===== config.mk =====
export PLATFORM = sky130hd
export DESIGN_NAME = fc_two_pass_classifier
export DESIGN_NICKNAME = d
export VERILOG_FILES = /design/src/rtl/fc_pkg.sv /design/src/rtl/fc_mac.sv /design/src/rtl/fc_argmax.sv /design/src/rtl/fc_two_pass_classifier.sv
export SDC_FILE = /design/constraint.sdc
export NUM_CORES = 1
export LEC_CHECK = 0
export ABC_CLOCK_PERIOD_IN_PS = 34400
export BUFFER_PORTS_ARGS = -buffer_cell sky130_fd_sc_hd__buf_2
export CAP_MARGIN = 40
export CORE_ASPECT_RATIO = 1.1
export CORE_MARGIN = 3
export CORE_UTILIZATION = 54
export CTS_CLUSTER_DIAMETER = 80
export DETAILED_ROUTE_END_ITERATION = 16
export GPL_TIMING_DRIVEN = 0
export PLACE_DENSITY_LB_ADDON = 0.3
export RECOVER_POWER = 100
export SLEW_MARGIN = 0
export SYNTH_ARGS = -nofsm -noshare
export SYNTH_HDL_FRONTEND = slang
export SYNTH_SLANG_ARGS = --single-unit

===== constraint.sdc =====
create_clock -name clk -period 34.4 [get_ports clk]
set_input_delay 5.16 -clock clk [delete_from_list [all_inputs] [get_ports clk]]
set_output_delay 5.16 -clock clk [all_outputs]
set_load 0.05 [all_outputs]

===== src/rtl/fc_pkg.sv =====
package fc_pkg;
  typedef enum logic [2:0] {
    ST_IDLE,
    ST_WAIT,
    ST_MAC,
    ST_DRAIN,
    ST_PICK
  } fc_state_t;
endpackage


===== src/rtl/fc_mac.sv =====
module fc_mac #(
  parameter int XW = 8,
  parameter int WW = 8,
  parameter int AW = 26
) (
  input  logic                 clk,
  input  logic                 rst_n,
  input  logic                 clr,
  input  logic                 en,
  input  logic [XW-1:0]        x,
  input  logic signed [WW-1:0] w,
  output logic signed [AW-1:0] total
);
  localparam int PW = XW + WW + 1;

  logic signed [PW-1:0] prod;
  logic signed [AW-1:0] acc;

  assign prod  = $signed({1'b0, x}) * w;
  // bias is added on the fly when the last word (the bias) is on w
  assign total = acc + {{(AW-WW){w[WW-1]}}, w};

  always_ff @(posedge clk) begin
    if (!rst_n || clr) acc <= '0;
    else if (en)       acc <= acc + {{(AW-PW){prod[PW-1]}}, prod};
  end
endmodule


===== src/rtl/fc_argmax.sv =====
module fc_argmax #(
  parameter int N  = 10,
  parameter int W  = 26,
  parameter int OW = 4
) (
  input  logic [N-1:0][W-1:0] vals,
  output logic [OW-1:0]       win
);
  logic signed [W-1:0] best;

  always_comb begin
    best = $signed(vals[0]);
    win  = '0;
    for (int k = 1; k < N; k++) begin
      if ($signed(vals[k]) > best) begin   // strict: ties keep lower index
        best = $signed(vals[k]);
        win  = OW'(k);
      end
    end
  end
endmodule


===== src/rtl/fc_two_pass_classifier.sv =====
module fc_two_pass_classifier #(
  parameter int N_IN  = 507,
  parameter int N_OUT = 10,
  parameter int XW    = 8,
  parameter int WW    = 8,
  parameter int AW    = 26
) (
  input  logic                          clk,
  input  logic                          rst_n,
  input  logic                          pool_done,
  output logic                          wt_req,
  input  logic                          wt_loaded,
  output logic [$clog2(N_IN)-1:0]       feat_addr,
  input  logic [XW-1:0]                 feat_data,
  output logic [$clog2((N_OUT/2)*(N_IN+1))-1:0] wt_addr,
  input  logic [WW-1:0]                 wt_data,
  output logic [$clog2(N_OUT)-1:0]      digit,
  output logic                          digit_valid
);
  import fc_pkg::*;

  localparam int HALF   = N_OUT / 2;
  localparam int FA     = $clog2(N_IN);
  localparam int WDEPTH = HALF * (N_IN + 1);
  localparam int WA     = $clog2(WDEPTH);
  localparam int IW     = $clog2(N_IN + 1);
  localparam int NW     = (HALF > 1) ? $clog2(HALF) : 1;
  localparam int OW     = $clog2(N_OUT);

  fc_state_t                 state;
  logic                      phase;
  logic [NW-1:0]             nloc;
  logic [IW-1:0]             idx;
  logic                      rd_vld, rd_last;
  logic [N_OUT-1:0][AW-1:0]  score_q;
  logic signed [AW-1:0]      total;
  logic [OW-1:0]             best_idx, slot;
  logic                      at_bias;

  assign at_bias   = (idx == IW'(N_IN));
  assign feat_addr = at_bias ? '0 : FA'(idx);
  assign wt_addr   = at_bias ? WA'(HALF * N_IN) + WA'(nloc)
                             : WA'(nloc) * WA'(N_IN) + WA'(idx);
  assign slot      = phase ? OW'(HALF) + OW'(nloc) : OW'(nloc);

  fc_mac #(.XW(XW), .WW(WW), .AW(AW)) i_mac (
    .clk   (clk),
    .rst_n (rst_n),
    .clr   (state == ST_DRAIN),
    .en    (rd_vld && !rd_last),
    .x     (feat_data),
    .w     ($signed(wt_data)),
    .total (total)
  );

  fc_argmax #(.N(N_OUT), .W(AW), .OW(OW)) i_argmax (
    .vals (score_q),
    .win  (best_idx)
  );

  always_ff @(posedge clk) begin
    if (!rst_n) begin
      state       <= ST_IDLE;
      phase       <= 1'b0;
      nloc        <= '0;
      idx         <= '0;
      rd_vld      <= 1'b0;
      rd_last     <= 1'b0;
      wt_req      <= 1'b0;
      digit       <= '0;
      digit_valid <= 1'b0;
      score_q     <= '0;
    end else begin
      wt_req      <= 1'b0;
      digit_valid <= 1'b0;
      rd_vld      <= (state == ST_MAC);
      rd_last     <= (state == ST_MAC) && at_bias;
      unique case (state)
        ST_IDLE: if (pool_done) begin
          phase  <= 1'b0;
          nloc   <= '0;
          wt_req <= 1'b1;
          state  <= ST_WAIT;
        end
        ST_WAIT: if (wt_loaded) begin
          idx   <= '0;
          state <= ST_MAC;
        end
        ST_MAC: begin
          if (at_bias) state <= ST_DRAIN;
          else         idx   <= idx + 1'b1;
        end
        ST_DRAIN: begin
          score_q[slot] <= total;
          idx           <= '0;
          if (nloc == NW'(HALF - 1)) begin
            nloc <= '0;
            if (!phase) begin
              phase  <= 1'b1;
              wt_req <= 1'b1;
              state  <= ST_WAIT;
            end else begin
              state <= ST_PICK;
            end
          end else begin
            nloc  <= nloc + 1'b1;
            state <= ST_MAC;
          end
        end
        ST_PICK: begin
          digit       <= best_idx;
          digit_valid <= 1'b1;
          state       <= ST_IDLE;
        end
        default: state <= ST_IDLE;
      endcase
    end
  end

  AST_REQ_PULSE: assert property (@(posedge clk) disable iff (!rst_n)
    wt_req |=> !wt_req);
  AST_WT_ADDR_RANGE: assert property (@(posedge clk) disable iff (!rst_n)
    wt_addr < WA'(WDEPTH));
  AST_FEAT_ADDR_RANGE: assert property (@(posedge clk) disable iff (!rst_n)
    feat_addr < FA'(N_IN));
  AST_NO_RESULT_WHILE_WAITING: assert property (@(posedge clk) disable iff (!rst_n)
    wt_req |=> !digit_valid);
  AST_DIGIT_RANGE: assert property (@(posedge clk) disable iff (!rst_n)
    digit_valid |-> digit < OW'(N_OUT));
  AST_VALID_PULSE: assert property (@(posedge clk) disable iff (!rst_n)
    digit_valid |=> !digit_valid);
  AST_DIGIT_HOLD: assert property (@(posedge clk) disable iff (!rst_n)
    !$stable(digit) |-> digit_valid);
endmodule


Word-level counts from Yosys, hierarchy flattened
Index checks and enable logic that the tools add are counted.

$add $sub $neg: 7. $mul: 2. Order comparisons: 11. Equal/unequal tests: 11. Multiplexer cells: 43. Reductions and logical operators: 13.

Operator list (count): $bwmux 260 (1); $gt 26x26->1 (9); $mux 26 (9); $demux 26 s4 (1); $add 26x26->26 (2); $mux 3 (11); $mux 9 (3); $pmux 9 s3 (1); $mul 9x8->17 (1); $add 12x3->12 const A (1); $add 12x9->12 (1); $mul 3x9->12 const B (1); $mux 12 (1); $mux 4 (3); $pmux 3 s4 (1); $ne 2x2->1 const B (5); $add 9x1->9 const B (1); $eq 9x9->1 const B (1); $reduce_and 3->1 (3); $mux 1 (7); $eq 3x2->1 const B (2); $eq 3x3->1 const B (2); $pmux 3 s2 (1); $lt 4x5->1 const B (1); 13 further kinds (18).

Register bits: 310. Bits of input ports: 20. Output and inout port bits: 27. Logic and storage cells: 107.

Logic depth before layout (Yosys ltp)
Word-level depth: 18. Depth in mapped cells: 150. Gate-level depth less buffers: 137.

Cells and area by module
Synthesis repeated with hierarchy kept, for this count alone.

Cells, all modules: 3454. Area, all modules: 26952.1 um^2.

Modules (own cells, without submodules): fc_two_pass_classifier (instances 1, cells an instance 1364, area each 11783.8 um^2, sequential area each 5685.5 um^2); fc_argmax (instances 1, cells an instance 1396, area each 9491.6 um^2, sequential area each 0.0 um^2); fc_mac (instances 1, cells an instance 694, area each 5676.7 um^2, sequential area each 520.5 um^2).

Worst setup path before layout
No wires, ideal clock.

Path type: reg2reg. Start: reg score_q[25] (netlist bit). End: reg digit[1]. Library setup time: 0.070 ns. Arrival time: 24.552 ns. Required time: 34.330 ns. Setup slack: 9.777 ns. Cell stages (with the launch flop): 143. Buffers on the path: 13. Clock period less this slack: 24.623 ns. Cells stage by stage: dfxtp_1 -> inv_1 -> ha_1 -> buf_4 -> nand4_4 -> or4_1 -> o21ai_1 -> a31oi_1 -> nor3_1 -> clkbuf_1 -> mux2i_1 -> ha_1 -> a21o_1 -> a21o_1 -> a21oi_1 -> nor2_1 -> a211oi_1 -> nor2_1 -> [... 107 more ...] -> nor2b_1 -> o21ai_0 -> nand2b_1 -> a21oi_1 -> nor2b_1 -> o21ai_0 -> nand2b_1 -> a21oi_1 -> nor2b_1 -> o21ai_0 -> nand2b_1 -> a21oi_1 -> o21ai_0 -> a21oi_1 -> xor2_1 -> a21oi_1 -> nand3_1 -> o21ai_1.

Cells in the longest elaborated chain, start to end: 18. Elaborated cells on any way between the ends: 25. Those cells by class: order compare (9); mux (16).

Ends and longest elaborated chain: start, declared (RTL line fc_two_pass_classifier.sv:35) `logic [N_OUT-1:0][AW-1:0] score_q;`; start signal, assigned by index (RTL line fc_two_pass_classifier.sv:94) `score_q[slot] <= total;`; $gt 26x26->1 (RTL line fc_argmax.sv:15) `if ($signed(vals[k]) > best) begin`; $mux 26 (*) (RTL line fc_argmax.sv:15); $gt 26x26->1 (RTL line fc_argmax.sv:15); $mux 26 (RTL line fc_argmax.sv:15); $gt 26x26->1 (RTL line fc_argmax.sv:15); $mux 26 (RTL line fc_argmax.sv:15); $gt 26x26->1 (RTL line fc_argmax.sv:15); $mux 26 (RTL line fc_argmax.sv:15); [... 2 more ...]; $gt 26x26->1 (RTL line fc_argmax.sv:15); $mux 26 (RTL line fc_argmax.sv:15); $gt 26x26->1 (RTL line fc_argmax.sv:15); $mux 26 (RTL line fc_argmax.sv:15); $gt 26x26->1 (RTL line fc_argmax.sv:15); $mux 26 (RTL line fc_argmax.sv:15); $gt 26x26->1 (RTL line fc_argmax.sv:15); $mux 4 (*) (RTL line fc_argmax.sv:15); end signal, assigned (RTL line fc_two_pass_classifier.sv:111) `digit <= best_idx;`; end, declared (RTL line fc_two_pass_classifier.sv:17) `output logic [$clog2(N_OUT)-1:0] digit,`.

Every way passes the cells marked *; elsewhere a longest branch is shown, timed or not. A chain may end at the register's enable or synchronous reset.

Worst setup path in the final report
Start: reg score_q[21] (netlist bit). End: reg digit[1].

Same word-level chain as after synthesis.

==> key figures <==
Die
  – Row cnt: 82
  – Core area: 46100 um2
  – Vert. Die Dim: 234 um
  – Initial core utilization: 0.552
  – I/O Pins: 47
  – Die area: 49800 um2
  – Die X-Extent: 213 um

Synth
  – Post-synthesis cell type count: 92
  – Area contributors post-synth: dfxtp_1 (24%), ha_1 (16%), nand2_1 (8.3%)
  – Syn_area_per_cell: 7.71 um2
  – Cell taking the most area after synthesis: dfxtp_1
  – FF+latch count, synth: 310
  – Post-synth net total: 3696
  – Top-count cell post-synth: nand2_1
  – Share of the synthesized area in the top cell type: 0.244
  – Post-synth top cells: nand2_1 (562), ha_1 (326), dfxtp_1 (310)
  – Syn Std Cell Area: 25500 um2
  – Syn. warnings: 0
  – Dominant synthesized flop cell: dfxtp_1
  – Post-synth ARST share: 0
  – Cells after synthesis: 3301
  – Number of synthesized flops with an enable pin: 0
  – Sequential share of the synthesized area: 0.244

Power
  – Internal power: 1.32 mW
  – Psw: 1.35 mW
  – Reg power frac: 0.137
  – Leak pwr: 12.4 nW
  – Sw Ratio: 0.506
  – Logic pwr share: 0.706
  – Clock power frac: 0.157
  – Power Density: 95.9 nW/um2
  – Max rail drop VDD: 91.9 uV

CTS
  – Post-CTS Setup Bufs: 0
  – CTS buffer count: 36
  – Clock transition at the registers of the reported paths: 60 ps
  – CTS tree: yes
  – Clk sinks: 310
  – Max clock buf depth: 3
  – PostCTS Resize Cnt: 0
  – CTS Hold Bufs: 0
  – Root Buffer: clkbuf_16
  – Clock Latency Late Sink: 550 ps
  – H-tree depth: 2

Placement
  – GP Congestion: 0.946
  – Place WS: 4260 ps
  – I/O Buffers: 45
  – DPL Wire Length: 61.1 mm

Final layout
  – Final layout net count: 3812
  – Share of cells above drive strength 1: 0.0444
  – Filler Cells Inserted: 4129
  – Area of the multi-input gates: 17500 um2
  – Area growth syn-to-layout: 9.26%
  – FF+latch area: 6210 um2

Global routing
  – Largest net degree at the start of global routing: 28
  – Initial antenna violation count: 2
  – First-pass GRT wire length: 122 mm
  – GRT Overall Usage: 0.312
  – Vias in the first global route: 22.6k
  – Grt total ovfl: 0

STA
  – Slew headroom: -0.0602
  – Final worst slack: 2850 ps
  – Max-slew violations: 28
  – Setup tns final: 0 ps
  – Final Hold Fails: 0
  – Worst-Margin Slew: 1590 ps
  – Max Clock Freq: 0.0317 GHz
  – Period utilization: 0.917
  – RSZ-0062 raised after global routing: false
  – Final min period: 31550 ps
  – Final setup fails: 0
  – Clk_skew: 30.9 ps

Setup path
  – Endpoint class of the critical path: register
  – Worst EP arrival: 32020 ps
  – Slowest stage cell on the critical path: o2111ai_1
  – CP Launch Point: score_q[21]
  – Worst-path fanout max: 10
  – Reg2reg end: digit[1]
  – Cell mode on critical path: a21oi_1
  – Reg2reg setup slack: 2850 ps
  – Critical path endpoint: digit[1]
  – Reg2reg start: score_q[21]
  – CP startpoint kind: register
  – Worst Setup Path Type: register to register
  – Worst reg-to-reg path cell count: 146
  – WP data required: 34870 ps
  – Biggest cell delay along the critical path: 730 ps

Route
  – Iteration-0 DRC Markers: 1846
  – Residual DRC count: 0
  – Via count: 23.6k
  – DR vias/cell: 5.86
  – DRT Wirelength: 77.7 mm
  – Drt pass-1 iters: 5
  – Post-DR wirelength/cell: 19.3 um
  – DRT antenna net count: 0

Outcome
  – Failing checks: capacitance limit, slew limit
  – Status: complete, but fails checks

Job
  – MaxCap Viol Count: 1

Worst hold path
  – Type of the most critical hold path: register to register
  – WHS Path Cells: 2
## metrics by stage
step | cells | hold WS, ps | total power [mW] | cell area (um2) | util
floorplan | 3301 | 443 | 1.67 | 25500 | -
global placement | 3934 | 455 | 2.16 | 26400 | 0.573
detailed placement | 3967 | 458 | 2.21 | 26900 | 0.585
CTS | 4032 | 473 | 2.64 | 28200 | 0.613
global route | 4032 | 500 | 2.87 | 27800 | 0.604
finish | 4033 | 469 | 2.67 | 27800 | 0.604
## flip-flops by register name, summed over array words and instances, names as in the netlist
| register | flops |
|---|---|
| score_q | 260 |
| i_mac.acc | 26 |
| idx | 9 |
| digit | 4 |
| nloc | 3 |
| state | 3 |
| digit_valid | 1 |
| phase | 1 |
| rd_last | 1 |
| rd_vld | 1 |
| wt_req | 1 |
## cell usage in the layout (no fill, tap or decap), drive strengths merged, types with 6 or more instances in the layout
cell type / count
a221oi: 7
fa: 49
nand4: 50
o211a: 25
clkinv: 9
o21bai: 35
o21a: 13
nand3: 35
a21boi: 133
a21oi: 242
dfxtp: 310
nand2: 563
and4: 12
ha: 326
or3: 11
and3: 20
nor2b: 33
mux2: 33
a21o: 78
o21ai: 225
inv: 302
o2111ai: 6
mux2i: 54
xor2: 22
nor3: 29
and2: 164
buf: 37
a211oi: 8
a31oi: 7
nand2b: 31
nor2: 167
o211ai: 11
or2: 10
clkbuf: 238
xnor2: 68
## worst min path at each step
stage / startpoint / endpoint / slack [ps]
floorplan: score_q[12] / score_q[12] / 440
global placement: score_q[78] / score_q[78] / 460
detailed placement: digit[1] / digit[1] / 460
CTS: score_q[12] / score_q[12] / 470
global route: score_q[182] / score_q[182] / 500
finish: score_q[252] / score_q[252] / 470
## layout make-up
cell class                      instances  area share
Tap cell                              588      0.0265
Multi-Input combinational cell       2543       0.631
Timing Repair Buffer                   78      0.0119
Buffer                                144      0.0204
Clock inverter                         12     0.00625
Inverter                              304      0.0410
Sequential cell                       310       0.223
Antenna cell                            1   0.0000900
Clock buffer                           53      0.0398
## power by group through the flow
stage	clock network (mW)	logic, mW	registers (mW)
4_1_cts	0.419	1.86	0.364
6_report	0.418	1.88	0.364
3_5_place_dp	0	1.84	0.372
2_1_floorplan	0	1.30	0.372
5_1_grt	0.433	2.07	0.365
3_3_place_gp	0	1.79	0.372
## worst max-delay path, delay by kind of cell, from the launching register on
| kind | cells | cell delay, ps |
|---|---|---|
| compound gates | 61 | 12490 |
| xor+xnor | 2 | 250 |
| fa+ha+maj | 9 | 2980 |
| buf+inv | 21 | 6150 |
| flops | 1 | 380 |
| mux | 3 | 1140 |
| simple gates | 50 | 8010 |
## per-layer routing
metal / GRT usage / routed length [um] / vias up
li1: - / - / 11505
met1: 0.398 / 32300 / 11098
met2: 0.510 / 35300 / 794
met3: 0.0455 / 5370 / 231
met4: 0.165 / 4670 / 2
met5: 0 / 5 / -
## kinds of logic (layout without fill, tap and decap cells)
| kind of cell | after synthesis | after routing | synth area share |
|---|---|---|---|
| compound gates | 838 | 838 | 0.209 |
| xor+xnor | 90 | 90 | 0.0310 |
| fa+ha+maj | 380 | 380 | 0.201 |
| buf+inv | 448 | 591 | 0.0672 |
| flops | 310 | 310 | 0.244 |
| mux | 87 | 87 | 0.0361 |
| other cells | 0 | 1 | 0 |
| simple gates | 1148 | 1148 | 0.212 |
(Power assumes the default switching activity.)
